**config.mk**
```make
export PLATFORM = sky130hd
export DESIGN_NAME = flag_ofs_loader
export DESIGN_NICKNAME = d
export VERILOG_FILES = /design/src/rtl/ofs_pkg.sv /design/src/rtl/ofs_sel_decode.sv /design/src/rtl/ofs_step_counter.sv /design/src/rtl/flag_ofs_loader.sv
export SDC_FILE = /design/constraint.sdc
export NUM_CORES = 1
export LEC_CHECK = 0
export ABC_AREA = 1
export BUFFER_PORTS_ARGS = -buffer_cell sky130_fd_sc_hd__buf_2
export CAP_MARGIN = 20
export CORE_ASPECT_RATIO = 1.25
export CORE_MARGIN = 4
export CORE_UTILIZATION = 48
export CTS_CLUSTER_SIZE = 30
export DETAILED_ROUTE_END_ITERATION = 16
export GPL_TIMING_DRIVEN = 0
export PLACE_DENSITY_LB_ADDON = 0.15
export SYNTH_ARGS = -nofsm -noshare
export SYNTH_HDL_FRONTEND = slang
export SYNTH_SLANG_ARGS = --single-unit
```
**constraint.sdc**
```tcl
create_clock -name clk -period 2.1 [get_ports clk]
set_clock_uncertainty 0.2 [all_clocks]
set_input_delay 0.105 -clock clk [delete_from_list [all_inputs] [get_ports clk]]
set_output_delay 0.105 -clock clk [all_outputs]
set_load 0.03 [all_outputs]
```
**src/rtl/ofs_pkg.sv**
```systemverilog
package ofs_pkg;

    typedef enum logic [1:0] {
        M_IDLE     = 2'd0,
        M_PRESET   = 2'd1,
        M_PARALLEL = 2'd2,
        M_SERIAL   = 2'd3
    } method_e;

    localparam int NUM_OFS = 4;

endpackage

```
**src/rtl/ofs_sel_decode.sv**
```systemverilog
module ofs_sel_decode
    import ofs_pkg::*;
#(
    parameter int OFS_W = 11
) (
    input  logic [2:0]       sel,
    output method_e          meth,
    output logic [OFS_W-1:0] preset_val
);

    // Exponents of the power-of-two defaults
    always_comb begin
        meth       = M_PRESET;
        preset_val = '0;
        case (sel)
            3'b000:  meth = M_SERIAL;
            3'b001:  meth = M_PARALLEL;
            3'b010:  preset_val = OFS_W'(32'd1 << 3);
            3'b011:  preset_val = OFS_W'(32'd1 << 4);
            3'b100:  preset_val = OFS_W'(32'd1 << 6);
            3'b101:  preset_val = OFS_W'(32'd1 << 8);
            3'b110:  preset_val = OFS_W'(32'd1 << 10);
            default: preset_val = OFS_W'(32'd1 << 3);
        endcase
    end

endmodule

```
**src/rtl/ofs_step_counter.sv**
```systemverilog
module ofs_step_counter #(
    parameter int LIMIT = 44,
    localparam int CW   = $clog2(LIMIT + 1)
) (
    input  logic          clk,
    input  logic          rst_n,
    input  logic          step,
    output logic [CW-1:0] cnt,
    output logic          last
);

    logic [CW-1:0] cnt_d, cnt_q;

    always_comb begin
        cnt_d = cnt_q;
        if (step && (cnt_q != CW'(LIMIT)))
            cnt_d = cnt_q + CW'(1);
    end

    always_ff @(posedge clk or negedge rst_n) begin
        if (!rst_n) cnt_q <= '0;
        else        cnt_q <= cnt_d;
    end

    assign cnt  = cnt_q;
    assign last = step && (cnt_q == CW'(LIMIT - 1));

    // the count never passes the chain length
    p_cnt_bound_r5: assert property (@(posedge clk) disable iff (!rst_n)
        cnt_q <= CW'(LIMIT));

endmodule

```
**src/rtl/flag_ofs_loader.sv**
```systemverilog
module flag_ofs_loader
    import ofs_pkg::*;
#(
    parameter int  DEPTH   = 2048,
    parameter int  DATA_W  = 36,
    localparam int OFS_W   = $clog2(DEPTH),
    localparam int CHAIN_W = NUM_OFS * OFS_W,
    localparam int PCW     = $clog2(NUM_OFS + 1)
) (
    input  logic              clk,
    input  logic              mrst1_n,
    input  logic              mrst2_n,
    input  logic [2:0]        ofs_sel,
    input  logic              ser_en_n,
    input  logic              ser_bit,
    input  logic              par_we,
    input  logic [DATA_W-1:0] par_data,
    output logic [OFS_W-1:0]  y1,
    output logic [OFS_W-1:0]  x1,
    output logic [OFS_W-1:0]  y2,
    output logic [OFS_W-1:0]  x2,
    output logic              prog_done
);

    // chain layout, high to low: y1, x1, y2, x2
    typedef struct packed {
        method_e              meth;
        logic                 armed;
        logic                 done;
        logic [CHAIN_W-1:0]   chain;
    } state_t;

    state_t st_d, st_q;

    method_e            dec_meth;
    logic [OFS_W-1:0]   dec_val;
    logic               ser_step, ser_last;
    logic               par_step, par_last;
    logic [PCW-1:0]     par_cnt;
    logic [$clog2(CHAIN_W+1)-1:0] ser_cnt;

    ofs_sel_decode #(.OFS_W(OFS_W)) u_dec (
        .sel        (ofs_sel),
        .meth       (dec_meth),
        .preset_val (dec_val)
    );

    assign ser_step = st_q.armed && (st_q.meth == M_SERIAL)
                      && !st_q.done && !ser_en_n;
    assign par_step = st_q.armed && (st_q.meth == M_PARALLEL)
                      && !st_q.done && par_we;

    ofs_step_counter #(.LIMIT(CHAIN_W)) u_ser_cnt (
        .clk   (clk),
        .rst_n (mrst1_n),
        .step  (ser_step),
        .cnt   (ser_cnt),
        .last  (ser_last)
    );

    ofs_step_counter #(.LIMIT(NUM_OFS)) u_par_cnt (
        .clk   (clk),
        .rst_n (mrst1_n),
        .step  (par_step),
        .cnt   (par_cnt),
        .last  (par_last)
    );

    always_comb begin
        st_d = st_q;
        if (!st_q.armed) begin
            st_d.armed = 1'b1;
            st_d.meth  = dec_meth;
            st_d.done  = (dec_meth == M_PRESET);
            if (dec_meth == M_PRESET)
                st_d.chain = {NUM_OFS{dec_val}};
        end else if (ser_step) begin
            st_d.chain = {st_q.chain[CHAIN_W-2:0], ser_bit};
            if (ser_last) st_d.done = 1'b1;
        end else if (par_step) begin
            for (int k = 0; k < NUM_OFS; k++) begin
                if (par_cnt == PCW'(k))
                    st_d.chain[CHAIN_W-1-k*OFS_W -: OFS_W] = par_data[OFS_W-1:0];
            end
            if (par_last) st_d.done = 1'b1;
        end
        if (!mrst2_n)
            st_d.chain[2*OFS_W-1:0] = '0;
    end

    always_ff @(posedge clk or negedge mrst1_n) begin
        if (!mrst1_n) st_q <= '{meth: M_IDLE, armed: 1'b0, done: 1'b0, chain: '0};
        else          st_q <= st_d;
    end

    assign y1        = st_q.chain[4*OFS_W-1 -: OFS_W];
    assign x1        = st_q.chain[3*OFS_W-1 -: OFS_W];
    assign y2        = st_q.chain[2*OFS_W-1 -: OFS_W];
    assign x2        = st_q.chain[OFS_W-1:0];
    assign prog_done = st_q.done;

    // done holds until master reset
    p_done_sticky_r6: assert property (@(posedge clk) disable iff (!mrst1_n)
        prog_done |=> prog_done);

    // first-FIFO offsets frozen once done
    p_hold_first_r6: assert property (@(posedge clk) disable iff (!mrst1_n)
        prog_done |=> $stable({y1, x1}));

    // second-FIFO reset zeroes its pair
    p_mr2_clear_r8: assert property (@(posedge clk) disable iff (!mrst1_n)
        !mrst2_n |=> (x2 == '0) && (y2 == '0));

    // a taken serial bit lands in the x2 LSB
    p_ser_lsb_r4: assert property (@(posedge clk) disable iff (!mrst1_n)
        (ser_step && mrst2_n) |=> (x2[0] == $past(ser_bit)));

    // done is never set while nothing is armed
    p_done_armed_r1: assert property (@(posedge clk) disable iff (!mrst1_n)
        prog_done |-> st_q.armed);

endmodule

```
==> impl_metrics.toml <==
[cts]
ctsResizeCount = 0
postCtsHoldBufs = 4
htree_levels = 3
maximum_root_to_sink_buffer_count = 2
cts.repair_timing.setup_buffer_count = 0
cts.root.buffer_cell = "sky130_fd_sc_hd__clkbuf_8"
cts_num_sinks = 57
cts_buffers = 9
clkLatencyLatePin_ns = 0.35
clkSlewWorstSetupHoldPaths_ns = 0.07
clock_tree_from_tritoncts = "done"

[grt]
track_usage_pct = 21.2
grt_max_degree = 30
number_of_antenna_violations_at_the_first_check_in_global_routing = 0
grt_remaining_overflow = 0
first_global_vias = 3087
grt_pass1_wl_mm = 14.9

[logic_synthesis]
synth-edff-count = 0
synth_top_cell_by_area = "sky130_fd_sc_hd__dfrtp_1"
post_synth_inst_count = 488
synth_area_um2 = 3530
synth_async_sr_flop_share_pct = 100
synth.top_cell.area_share_pct = 40.4
mappedNetlistNets = 540
ys.warnings.count = 0
yosys-top-cells-area = "sky130_fd_sc_hd__dfrtp_1, sky130_fd_sc_hd__nand2_1, sky130_fd_sc_hd__buf_4, sky130_fd_sc_hd__nand3_1, sky130_fd_sc_hd__inv_1"
postSynthRegisterBits = 57
synth.lib_cells_used.distinct = 28
yosys-top-cells-count = "sky130_fd_sc_hd__nand2_1, sky130_fd_sc_hd__dfrtp_1, sky130_fd_sc_hd__buf_4, sky130_fd_sc_hd__nand3_1, sky130_fd_sc_hd__inv_1"
synth-seq-area-share_pct = 40.4
yosys.cell_count.top_type = "sky130_fd_sc_hd__nand2_1"
synth.avg_cell_area_um2 = 7.24
ys.flop_type = "sky130_fd_sc_hd__dfrtp_1"

[sta]
holdWs_ns = 0.00126
max_slew.worst_pin.slew_ns = 0.676
finalHoldViolCount = 0
final_period_minus_worst_setup_slack_ns = 1.86
timing.slew.headroom_pct = 54.9
timing.final.max_slew_violations = 0
clock.fmax_mhz = 539
fin_crit_sh_pct = 88.4
final-setup-viol-count = 0
rsz0062_at_grt = "no"
fin_setup_tns_ns = 0

[finish]
n_antenna_cell = 0
synthesis_to_layout_area_growth_pct = 19.8
num-nets-final = 620
drive_gt1_share_pct = 26.9

[floorplanning]
floorplan.initialDensity_pct = 50.0
design.portCount = 90
die_h_um = 104
core-area_um2 = 7060
die_w_um = 84.7
row_count = 34
floorplan.die_area_um2 = 8810

[drt]
drt-pass1-iter-count = 5
avgRoutedWirePerCell_um = 13.6
detailroute.via_count = 3317
first_iter_violations = 185
postRouteWirelength_mm = 9.05
drt.antenna.violating_nets = 0
route.detailed.vias_per_inst = 5.00
remaining_drc_errors = 0

[setup_path]
reg2reg_setup_slack_ns = 0.24
origin_of_the_critical_flop_to_flop_path = "st_q[46]"
timing.rr.end = "y1[2]"
ordered_cell_list_for_the_critical_path = "inv_1, nor2_4, clkbuf_1, nand3_1, a21oi_1, nand2_1, o21ai_0"
critPathKind = "reg -> reg"
timing.reg2reg.worst_path_depth = 7
worst_path_largest_cell_delay_ns = 0.40
path_max_fanout = 10
worstPathRequired_ns = 2.17
critical_path_arrival_ns = 1.92
critical_path_start_type = "flop"
critPathSlowestCell = "sky130_fd_sc_hd__clkbuf_1"
timing.critical_path.max_delay_family = "buffers and inverters"
critPathCaptureType = "flop"
critical_path.n_buffers_inverters = 2

[worst_hold_path]
worst_hold_path.num_cells = 5
hold_path_startpoint = "par_data[1]"
hold_critical_path_endpoint = "y2[1]"
hold_class = "in -> reg"

[power]
post-layout-total-power_mw = 3.27
seq_power_share_pct = 41.2
clock_power_share_pct = 33.1
cellLeakagePower_nw = 2.47
p_int_mw = 2.20
comb_power_share_pct = 25.7
total_switching_power_mw = 1.07
cellPowerDensity_nw_per_um2 = 773
worst_ir_drop_vdd_v = 0.000401
net_switching_share_of_the_total_power_pct = 32.8

[place]
place_hpwl_mm = 6.82
place.gp.congestion = 0.925
port_buffers = 64

[flow_run]
drv_cap = 0

[status]
status = "finished clean"
==> kinds of logic (layout without fill, tap and decap cells) <==
group / Yosys count / in the layout / share of synthesized area [%]
other: 1 / 1 / 0.106
flip-flops: 57 / 57 / 40.4
XOR/XNOR: 4 / 4 / 0.992
buffers and inverters: 91 / 176 / 15.8
adder cells (fa/ha/maj): 7 / 7 / 2.48
AND/OR/NAND/NOR: 287 / 287 / 34.1
AO/OA/AOI/OAI: 41 / 41 / 6.23
==> worst max-delay path by stage <==
stage / start / end / cells after the start
finish: st_q[46] / y1[2] / 7
global route: st_q[46] / prog_done / 9
CTS: st_q[46] / prog_done / 9
floorplan: prog_done / x1[9] / 9
global placement: st_q[46] / prog_done / 9
detailed placement: st_q[46] / prog_done / 9
==> power by group through the flow <==
stage / clock [mW] / combinational (mW) / sequential, mW
2_1_floorplan: 0 / 0.628 / 1.34
3_3_place_gp: 0 / 0.825 / 1.36
3_5_place_dp: 0 / 0.839 / 1.37
4_1_cts: 1.09 / 0.849 / 1.35
5_1_grt: 1.13 / 0.932 / 1.37
6_report: 1.08 / 0.841 / 1.35
==> layer usage <==
| metal | part of all wire (%) | wire length, um | vias to the layer above | track usage (%) |
|---|---|---|---|---|
| li1 | - | - | 1641 | - |
| met1 | 42 | 3840 | 1536 | 27.1 |
| met2 | 48 | 4390 | 117 | 34.8 |
| met3 | 6.4 | 577 | 23 | 4.20 |
| met4 | 2.6 | 239 | 0 | 8.71 |
| met5 | 0 | 0 | - | 0 |
==> placed cells by master (no fill, tap or decap), types with 12 or more instances in the layout <==
cell type,synthesis,final
sky130_fd_sc_hd__nand2_1,216,216
sky130_fd_sc_hd__buf_2,4,68
sky130_fd_sc_hd__dfrtp_1,57,57
sky130_fd_sc_hd__buf_4,50,50
sky130_fd_sc_hd__nand3_1,39,39
sky130_fd_sc_hd__inv_1,27,27
sky130_fd_sc_hd__o21ai_0,18,18
sky130_fd_sc_hd__nor2_1,14,14
sky130_fd_sc_hd__a21oi_1,12,12
sky130_fd_sc_hd__clkbuf_8,0,12
==> metrics by stage <==
stage	instances	instance area, um^2	worst slack [ns]	utilization [%]
finish	663	4230	0.243	60.0
global route	663	4230	0.0813	60.0
CTS	663	4230	0.265	60.0
detailed placement	643	3990	0.276	56.4
global placement	642	3970	0.267	56.2
floorplan	488	3530	0.432	-
==> registers in the layout, summed over array words and instances (netlist names) <==
signal,count
x1,11
x2,11
y1,11
y2,11
u_ser_cnt.cnt,6
st_q,3
u_par_cnt.cnt,3
prog_done,1
==> worst register-to-register path, cell delays in order, from the launching register on <==
cell and delay (ns):
sky130_fd_sc_hd__dfrtp_1 0.35, sky130_fd_sc_hd__inv_1 0.08, sky130_fd_sc_hd__nor2_4 0.18, sky130_fd_sc_hd__clkbuf_1 0.40
sky130_fd_sc_hd__nand3_1 0.13, sky130_fd_sc_hd__a21oi_1 0.27, sky130_fd_sc_hd__nand2_1 0.09, sky130_fd_sc_hd__o21ai_0 0.07
==> area by class of cell <==
class	count	area [um^2]
fill	702	2830
multi-input combinational	340	1550
sequential	57	1430
buffer	61	444
timing repair buffer	69	380
clock buffer	14	173
inverter	30	113
tap	90	113
clock inverter	2	35.0
(Power assumes the default switching activity.)
